[config.mk]
export PLATFORM = sky130hd
export DESIGN_NAME = hostbus_front
export DESIGN_NICKNAME = d
export VERILOG_FILES = /design/src/rtl/hbi_pkg.sv /design/src/rtl/hbi_sync.sv /design/src/rtl/hbi_mode_ctl.sv /design/src/rtl/hbi_access.sv /design/src/rtl/hostbus_front.sv
export SDC_FILE = /design/constraint.sdc
export NUM_CORES = 1
export LEC_CHECK = 0
export ABC_AREA = 1
export ABC_CLOCK_PERIOD_IN_PS = 2200
export BUFFER_PORTS_ARGS = -buffer_cell sky130_fd_sc_hd__buf_2
export CAP_MARGIN = 10
export CORE_ASPECT_RATIO = 0.75
export CORE_MARGIN = 4
export CORE_UTILIZATION = 45
export CTS_CLUSTER_SIZE = 14
export DETAILED_ROUTE_END_ITERATION = 10
export PLACE_DENSITY = 0.83
export SYNTH_ARGS = -nofsm -noshare
export SYNTH_HDL_FRONTEND = slang
export SYNTH_SLANG_ARGS = --single-unit
[constraint.sdc]
create_clock -name clk -period 2.2 [get_ports clk]
set_input_delay 0.44 -clock clk [delete_from_list [all_inputs] [get_ports clk]]
set_output_delay 0.44 -clock clk [all_outputs]
set_load 0.005 [all_outputs]
[src/rtl/hbi_pkg.sv]
package hbi_pkg;
  typedef enum logic [1:0] {
    BUS_STROBE_RW  = 2'd0,
    BUS_SPLIT_RDWR = 2'd1,
    BUS_MUXED      = 2'd2
  } bus_mode_e;
  localparam int LANE_W = 8;
endpackage

[src/rtl/hbi_sync.sv]
module hbi_sync #(
  parameter int W      = 1,
  parameter int STAGES = 2
) (
  input  logic         clk,
  input  logic [W-1:0] d,
  output logic [W-1:0] q
);
  logic [W-1:0] st [STAGES];

  always_ff @(posedge clk) st[0] <= d;

  for (genvar g = 1; g < STAGES; g++) begin : g_stage
    always_ff @(posedge clk) st[g] <= st[g-1];
  end

  assign q = st[STAGES-1];
endmodule

[src/rtl/hbi_mode_ctl.sv]
module hbi_mode_ctl
  import hbi_pkg::*;
#(
  parameter int ADDR_W = 8
) (
  input  logic              clk,
  input  logic              rst,
  input  logic              ale_s,
  input  logic [ADDR_W-1:0] dlo_s,
  output bus_mode_e         mode,
  output logic [ADDR_W-1:0] mux_addr
);
  logic ale_q;

  always_ff @(posedge clk) begin
    ale_q <= ale_s;
    if (rst) begin
      // follow the static level; edges here are not acted on
      mode     <= ale_s ? BUS_STROBE_RW : BUS_SPLIT_RDWR;
      mux_addr <= '0;
    end else begin
      if (mode != BUS_MUXED && ale_s && !ale_q)
        mode <= BUS_MUXED;
      if (mode == BUS_MUXED && !ale_s && ale_q)
        mux_addr <= dlo_s;
    end
  end
endmodule

[src/rtl/hbi_access.sv]
module hbi_access
  import hbi_pkg::*;
#(
  parameter int ADDR_W = 8,
  parameter int DATA_W = 32
) (
  input  logic              clk,
  input  logic              rst,
  input  bus_mode_e         mode,
  input  logic              cs_n_s,
  input  logic              ca_n_s,
  input  logic              cb_n_s,
  input  logic [ADDR_W-1:0] addr_s,
  input  logic [ADDR_W-1:0] mux_addr,
  input  logic [DATA_W-1:0] d_s,
  input  logic [DATA_W/8-1:0] be_n_s,
  input  logic [DATA_W-1:0] rdata,
  output logic [ADDR_W-1:0] reg_addr,
  output logic [DATA_W-1:0] reg_wdata,
  output logic [DATA_W/8-1:0] reg_be,
  output logic              reg_wr,
  output logic              reg_rd,
  output logic [DATA_W-1:0] d_out,
  output logic              d_oe
);
  localparam int BE_W = DATA_W / 8;
  localparam int TOP  = DATA_W - LANE_W;

  logic wr_c, rd_c, wr_q, rd_q, wide;
  logic [DATA_W-1:0] wd_m, rd_m;
  logic [BE_W-1:0]   be_m;

  always_comb begin
    wide = (mode == BUS_MUXED);
    if (mode == BUS_STROBE_RW) begin
      wr_c = !cs_n_s && !ca_n_s && !cb_n_s;
      rd_c = !cs_n_s && !ca_n_s &&  cb_n_s;
    end else begin
      wr_c = !cs_n_s && !cb_n_s;
      rd_c = !cs_n_s && !ca_n_s && cb_n_s;
    end
    wd_m = d_s;
    rd_m = rdata;
    be_m = ~be_n_s;
    if (!wide) begin
      wd_m[DATA_W-1:TOP] = '0;
      rd_m[DATA_W-1:TOP] = '0;
      be_m[BE_W-1]       = 1'b0;
    end
  end

  always_ff @(posedge clk) begin
    if (rst) begin
      wr_q      <= 1'b0;
      rd_q      <= 1'b0;
      reg_wr    <= 1'b0;
      reg_rd    <= 1'b0;
      reg_addr  <= '0;
      reg_wdata <= '0;
      reg_be    <= '0;
      d_out     <= '0;
      d_oe      <= 1'b0;
    end else begin
      wr_q   <= wr_c;
      rd_q   <= rd_c;
      reg_wr <= wr_c && !wr_q;
      reg_rd <= rd_c && !rd_q;
      if ((wr_c && !wr_q) || (rd_c && !rd_q)) begin
        reg_addr  <= wide ? mux_addr : addr_s;
        reg_wdata <= wd_m;
        reg_be    <= be_m;
      end
      d_oe  <= rd_c;
      d_out <= rd_c ? rd_m : '0;
    end
  end
endmodule

[src/rtl/hostbus_front.sv]
module hostbus_front
  import hbi_pkg::*;
#(
  parameter int ADDR_W      = 8,
  parameter int DATA_W      = 32,
  parameter int SYNC_STAGES = 2
) (
  input  logic                clk,
  input  logic                rst,
  input  logic                bus_cs_n,
  input  logic                bus_ctl_a_n,
  input  logic                bus_ctl_b_n,
  input  logic                bus_ale,
  input  logic [ADDR_W-1:0]   bus_addr,
  input  logic [DATA_W-1:0]   bus_d_in,
  input  logic [DATA_W/8-1:0] bus_be_n,
  output logic [DATA_W-1:0]   bus_d_out,
  output logic                bus_d_oe,
  output logic [ADDR_W-1:0]   reg_addr,
  output logic [DATA_W-1:0]   reg_wdata,
  output logic [DATA_W/8-1:0] reg_be,
  output logic                reg_wr,
  output logic                reg_rd,
  input  logic [DATA_W-1:0]   reg_rdata
);
  localparam int BE_W = DATA_W / 8;
  localparam int IN_W = 4 + ADDR_W + DATA_W + BE_W;

  logic [IN_W-1:0]   raw, syn;
  logic              cs_s, ca_s, cb_s, ale_s;
  logic [ADDR_W-1:0] addr_s, mux_addr;
  logic [DATA_W-1:0] d_s;
  logic [BE_W-1:0]   be_s;
  bus_mode_e         mode_q;

  assign raw = {bus_cs_n, bus_ctl_a_n, bus_ctl_b_n, bus_ale, bus_addr, bus_d_in, bus_be_n};
  assign {cs_s, ca_s, cb_s, ale_s, addr_s, d_s, be_s} = syn;

  hbi_sync #(.W(IN_W), .STAGES(SYNC_STAGES)) u_sync (
    .clk(clk), .d(raw), .q(syn)
  );

  hbi_mode_ctl #(.ADDR_W(ADDR_W)) u_mode (
    .clk(clk), .rst(rst), .ale_s(ale_s), .dlo_s(d_s[ADDR_W-1:0]),
    .mode(mode_q), .mux_addr(mux_addr)
  );

  hbi_access #(.ADDR_W(ADDR_W), .DATA_W(DATA_W)) u_acc (
    .clk(clk), .rst(rst), .mode(mode_q),
    .cs_n_s(cs_s), .ca_n_s(ca_s), .cb_n_s(cb_s),
    .addr_s(addr_s), .mux_addr(mux_addr), .d_s(d_s), .be_n_s(be_s),
    .rdata(reg_rdata),
    .reg_addr(reg_addr), .reg_wdata(reg_wdata), .reg_be(reg_be),
    .reg_wr(reg_wr), .reg_rd(reg_rd),
    .d_out(bus_d_out), .d_oe(bus_d_oe)
  );
endmodule

==> results.py, run 1 <==
metrics = {
    "global_route": {
        "antenna_found_initial": 0,
        "grt_use_total": 0.163,
        "grt_pass1_vias": 3700,
        "grt_use_met3": 0.0643,
        "grt_max_degree": 89,
        "grt_pass1_wl_um": 17800,
        "grt_most_used_layer": "met2",
        "use_met2": 0.272,
        "grt_overflow": 0,
        "grt_util_met1": 0.202,
    },
    "setup_path": {
        "worstSetupPathType": "flop to flop",
        "arrival_ns": 1.86,
        "cp.buffers_inverters": 2,
        "r2r_end": "u_acc.reg_wdata[21]",
        "path_depth": 7,
        "worstSetupStartpoint": "u_mode.mode[1]",
        "critPathCapture": "u_acc.reg_wdata[21]",
        "max_stage_delay_ns": 0.38,
        "worstPathRequired_ns": 2.51,
        "end_kind": "flop",
        "critPathTopFamily": "simple AND/OR/NAND/NOR gates",
        "cpMaxStageDelayCell": "edfxtp_1",
        "rrSetupSlack_ns": 0.65,
        "cpMostUsedCell": "nand3_1",
        "crit_fanout": 32,
        "r2r-start": "u_mode.mode[1]",
        "path_cells": "inv_1 -> nand3_1 -> nand3_4 -> buf_4 -> nand3_1 -> nand2_1 -> nor2_1",
        "crit_path_start_kind": "flop",
        "r2r_cells": 7,
    },
    "synth": {
        "synth-edff-count": 2,
        "synth_top_family_by_area": "simple AND/OR/NAND/NOR gates",
        "synthTopCellsByCount": "dfxtp_1 (185), inv_1 (104), nor2_1 (90)",
        "synth_area_leaders": "dfxtp_1 (68%), inv_1 (7.2%), nor2_1 (6.2%), a21oi_1 (4.8%), nand3_1 (4.2%)",
        "syn-instance-count": 584,
        "synth.most_common_cell": "dfxtp_1",
        "synth_compound_area_frac": 0.0639,
        "ys_ff_latch": 187,
        "async_reset_ff_frac": 0,
        "syn_avg_cell_area_um2": 9.32,
        "synth_top_area_share": 0.680,
        "syn-num-nets": 666,
        "muxShareOfSynthArea": 0,
        "synth_warnings": 0,
        "synth_top_cell_by_area": "dfxtp_1",
        "synth-xor-area-share": 0,
        "ys_seq_area_frac": 0.691,
        "synthSimpleGateAreaFrac": 0.149,
        "synthFlopType": "dfxtp_1",
        "synthAdderAreaFrac": 0,
        "syn_area_mm2": 0.00544,
        "yosysUniqueCellTypes": 18,
    },
    "clock_network": {
        "htree_levels": 4,
        "cts_setup_buffers": 0,
        "clock-sinks": 187,
        "clk_latency_ns": 0.41,
        "post_cts_resized": 0,
        "cts_buffer_depth": 2,
        "cts.clk_slew.worst_paths_ns": 0.07,
        "holdBufCountCts": 0,
        "cts_tree": "done",
        "cts_root_buffer": "clkbuf_16",
        "cts_buffers": 17,
    },
    "timing": {
        "fin_crit_ns": 1.55,
        "setup_tns_ns": 0,
        "fin_crit_sh": 0.704,
        "finalHoldViolCount": 0,
        "maxSlewViolCount": 0,
        "grt_setup_unrepaired": "no",
        "max_slew_margin": 0.627,
        "setup_viol": 0,
        "fmax_mhz": 646,
        "fin_skew_ns": 0.00731,
        "tightestPinTransition_ns": 0.558,
        "worst_slack_ns": 0.652,
    },
    "layout": {
        "fin_util": 0.598,
        "layout-drive-gt1-share": 0.269,
        "final_nets": 823,
        "diodes": 0,
        "fin_cells": 916,
        "area_growth_syn_to_layout_pct": 28.5,
    },
    "die": {
        "fp-row-count": 34,
        "die_h_um": 103,
        "start_util": 0.465,
        "dieArea_mm2": 0.0139,
        "coreArea_mm2": 0.0117,
        "ios": 161,
        "fp.dieW_um": 135,
    },
    "hold_path": {
        "hold_class": "primary input to flop",
    },
    "detailed_routing": {
        "post-route-drc-count": 0,
        "drtAntennaViolNets": 0,
        "vias_per_cell": 4.30,
        "drt_iter0_markers": 168,
        "avgRoutedWirePerCell_um": 11.9,
        "vias": 3935,
        "firstDrtPassIters": 4,
        "totalWireLength_um": 10900,
    },
    "power_and_ir_drop": {
        "leakagePower_uw": 0.00363,
        "power_density_mw_per_mm2": 1010,
        "vdd_ir_drop_max_uv": 801,
    },
    "run_status": {
        "status": "completed",
    },
    "place": {
        "dpl.hpwl_um": 7300,
        "place.gp.congestion": 0.754,
        "place_worst_setup_slack_ns": 0.661,
        "io_buffers": 160,
        "dp_cells": 884,
    },
    "flow_run": {
        "maxCapViolations": 0,
    },
}
## flip-flops by register name, summed over array words and instances, names as in the netlist
name,flops
u_acc.d_oe,1
u_acc.d_out,32
u_acc.reg_addr,8
u_acc.reg_be,4
u_acc.reg_rd,1
u_acc.reg_wdata,32
u_acc.reg_wr,1
u_acc.wr_q,1
u_mode.ale_q,1
u_mode.mode,2
u_mode.mux_addr,8
u_sync.st,96
## metrics by stage
| step | hold slack, ns | cell area (µm²) | total power, µW |
|---|---|---|---|
| after floorplan | 0.310 | 5440 | 3980 |
| after CTS | 0.0967 | 6990 | 7170 |
| final | 0.122 | 6990 | 7080 |
| after detailed placement | 0.312 | 6410 | 4210 |
| after global routing | 0.0853 | 6990 | 7410 |
| after global placement | 0.310 | 6410 | 4190 |
## layer usage
metal | wire [µm] | vias to the layer above
li1 | - | 2085
met1 | 4930 | 1758
met2 | 5410 | 88
met3 | 542 | 4
met4 | 42 | 0
met5 | 0 | -
## cells by family (layout without fill, tap and decap cells)
logic type,Yosys count,after routing
buffers and inverters,133,303
flip-flops,187,187
AO/OA/AOI/OAI,69,69
AND/OR/NAND/NOR,195,195
## where the power goes
| group | internal [µW] | total, µW | leakage, µW | switching, µW |
|---|---|---|---|---|
| combinational | 217 | 480 | 0.00179 | 263 |
| clock | 1600 | 2950 | 0.000283 | 1350 |
| sequential | 3580 | 3650 | 0.00156 | 72.2 |
| total | 5400 | 7080 | 0.00363 | 1680 |
## final cells by class
| cell class | instances | area, µm² |
|---|---|---|
| Multi-Input combinational cell | 264 | 1170 |
| Clock buffer | 17 | 425 |
| Timing Repair Buffer | 167 | 878 |
| Sequential cell | 187 | 3760 |
| Tap cell | 162 | 203 |
| Clock inverter | 15 | 158 |
| Inverter | 104 | 390 |
| Fill cell | 964 | 4710 |
## worst register-to-register path, delay by kind of cell, from the launching register on
family	cells	cell delay (ns)
and+or+nand+nor	5	0.64
DFF	1	0.38
buffers and inverters	2	0.43
## worst min path at each step
| stage | from | to | slack, ns | cells after the start |
|---|---|---|---|---|
| 5_1_grt | bus_cs_n | u_sync.st[0][47] | 0.09 | 1 |
| 3_5_place_dp | u_sync.st[0][10] | u_sync.st[0][58] | 0.31 | 0 |
| 4_1_cts | bus_be_n[2] | u_sync.st[0][2] | 0.1 | 1 |
| 6_report | bus_be_n[2] | u_sync.st[0][2] | 0.12 | 1 |
| 2_1_floorplan | u_sync.st[0][0] | u_sync.st[0][48] | 0.31 | 0 |
| 3_3_place_gp | u_sync.st[0][24] | u_sync.st[0][72] | 0.31 | 0 |
## placed cells by master (no fill, tap or decap), types with 2 or more instances in the layout
cell type,n
inv_8,3
clkinv_2,2
inv_1,103
buf_2,160
clkinvlp_4,2
buf_4,5
o21ai_0,16
buf_12,2
edfxtp_1,2
nor2_1,90
inv_6,3
clkinv_4,3
a21oi_1,52
clkbuf_16,17
nand2_1,55
nand3_1,46
dfxtp_1,185
Power figures use the tool's default switching activity.
==> run 2: changes to the inputs <==
Settings changed: ABC_CLOCK_PERIOD_IN_PS 2200 to 1300, PLACE_DENSITY 0.83 to 0.86.
Clock period 2.2 ns to 1.3 ns, I/O delays scaled along.
==> results.py, run 2 (synthesized netlist as in run 1, its figures left out) <==
metrics = {
    "hold_path": {
        "hold_class": "primary input to flop",
        "min_to": "u_acc.d_out[30]",
        "hold_path_depth": 3,
        "worstHoldStart": "reg_rdata[30]",
    },
    "setup_path": {
        "path_cells": "inv_2 -> nand3_4 -> nand3_4 -> buf_12 -> buf_12 -> nand3_1 -> nand2_1 -> nor2_1",
        "rrSetupSlack_ns": -0.04,
        "r2r_cells": 8,
        "end_kind": "flop",
        "worstPathRequired_ns": 1.60,
        "worstSetupPathType": "flop to flop",
        "cpMaxStageDelayCell": "edfxtp_1",
        "r2r_end": "u_acc.reg_wdata[30]",
        "arrival_ns": 1.64,
        "r2r-start": "u_mode.mode[0]",
        "max_stage_delay_ns": 0.44,
        "crit_fanout": 9,
        "crit_path_start_kind": "flop",
    },
    "global_route": {
        "grt_most_used_layer": "met2",
        "grt_pass1_wl_um": 18800,
        "grt_use_total": 0.171,
        "grt_max_degree": 39,
        "use_met2": 0.305,
        "antenna_found_initial": 0,
        "grt_overflow": 0,
        "grt_pass1_vias": 3886,
        "grt_use_met3": 0.0469,
        "grt_util_met1": 0.201,
    },
    "power_and_ir_drop": {
        "p_total_uw": 12500,
        "leakagePower_uw": 0.00412,
        "vdd_ir_drop_max_uv": 991,
        "power_density_mw_per_mm2": 1560,
    },
    "timing": {
        "max_slew_margin": 0.819,
        "grt_setup_unrepaired": "yes",
        "worst_slack_ns": -0.0379,
        "fin_crit_ns": 1.34,
        "fin_crit_sh": 1.03,
        "maxSlewViolCount": 0,
        "fmax_mhz": 747,
        "tightestPinTransition_ns": 0.269,
        "fin_skew_ns": 0.00838,
        "hold_slack_ns": 0.0566,
        "finalHoldViolCount": 0,
        "setup_viol": 13,
    },
    "die": {
        "ios": 161,
        "coreArea_mm2": 0.0117,
        "fp-row-count": 34,
        "die_h_um": 103,
        "fp.dieW_um": 135,
        "start_util": 0.465,
        "dieArea_mm2": 0.0139,
    },
    "layout": {
        "reg_top3": "u_sync.st (96), u_acc.d_out (32), u_acc.reg_wdata (32)",
        "layout_commonest_cell": "dfxtp_1",
        "top_register": "u_sync.st",
        "largest_reg_flops": 96,
        "final_nets": 895,
        "layout_common_cells": "dfxtp_1 (184), buf_2 (160), inv_1 (101)",
        "diodes": 0,
        "fin_util": 0.686,
        "layout-drive-gt1-share": 0.293,
        "finalInstanceArea_mm2": 0.00802,
        "area_growth_syn_to_layout_pct": 47.4,
    },
    "place": {
        "place.gp.congestion": 0.731,
        "place_worst_setup_slack_ns": 0.0100,
        "placed_cell_area_mm2": 0.00650,
        "dpl.hpwl_um": 7500,
        "io_buffers": 160,
    },
    "detailed_routing": {
        "drtAntennaViolNets": 0,
        "vias_per_cell": 4.38,
        "avgRoutedWirePerCell_um": 13.4,
        "drt_iter0_markers": 162,
        "firstDrtPassIters": 5,
        "post-route-drc-count": 0,
        "vias": 4322,
        "totalWireLength_um": 13200,
    },
    "run_status": {
        "violations": "negative setup slack",
        "status": "finished, violations left",
    },
    "flow_run": {
        "maxCapViolations": 0,
    },
    "clock_network": {
        "cts_buffer_depth": 2,
        "cts_root_buffer": "clkbuf_16",
        "htree_levels": 4,
        "clk_latency_ns": 0.41,
        "cts.clk_slew.worst_paths_ns": 0.07,
        "cts_buffers": 17,
        "clock-sinks": 187,
        "cts_tree": "done",
    },
}
==> run 2: changes by cell type in the layout (fill, tap and decap cells not counted), sizes merged <==
cell         before  now
buf             167  183
clkinvlp          2    3
clkbuf           17   28
dlygate4sd3       0   48
inv             110  107
clkinv            6    3
bufinv            1    2
==> run 2: per-stage QoR <==
step | setup TNS (ns) | std cells
final | -0.264 | 987
after global routing | -3.02 | 987
after CTS | 0 | 968
after detailed placement | 0 | 889
after global placement | 0 | 889
after floorplan | 0 | 584
==> run 2: worst max-delay path by stage <==
stage	start	endpoint	slack, ns
6_report	u_mode.mode[0]	u_acc.reg_wdata[30]	-0.04
5_1_grt	u_mode.mode[0]	u_acc.reg_wdata[27]	-0.11
4_1_cts	u_mode.mode[1]	u_acc.reg_wdata[6]	0.004
3_5_place_dp	u_mode.mode[1]	u_acc.reg_wdata[5]	0.01
3_3_place_gp	u_mode.mode[0]	u_mode.mux_addr[1]	0.06
2_1_floorplan	u_mode.mode[1]	u_acc.reg_be[0]	0.07
==> run 2: power by group <==
group	total [µW]	switching, µW	leakage (µW)	internal (µW)
sequential	6180	126	0.00156	6060
combinational	1170	554	0.00227	612
clock	5160	2140	0.000286	3020
==> run 2: repair_timing <==
action,CTS,global route
endpoints found under the setup margin,4,54
cloned,0,12
hold endpoints to repair,48,0
hold buffers,48,0
pin swaps,0,5
gates resized for setup,2,31
buffers inserted,0,7
==> run 2: cell type report <==
class / count / area [µm²]
multi-input combinational: 264 / 1260
tap: 162 / 203
clock inverter: 11 / 134
sequential: 187 / 3760
fill: 872 / 3680
timing repair buffer: 239 / 1810
inverter: 104 / 390
clock buffer: 20 / 468
==> run 2: layer usage <==
metal	vias to the layer above	share of wire
met4	0	0.0083
met2	104	0.52
met1	1984	0.42
met5	-	0
met3	8	0.049
li1	2226	-
==> run 2: critical path: cells and delay by family, from the launching register on <==
kind,cells,cell delay [ns]
and+or+nand+nor,5,0.39
DFF,1,0.44
buffers and inverters,3,0.40
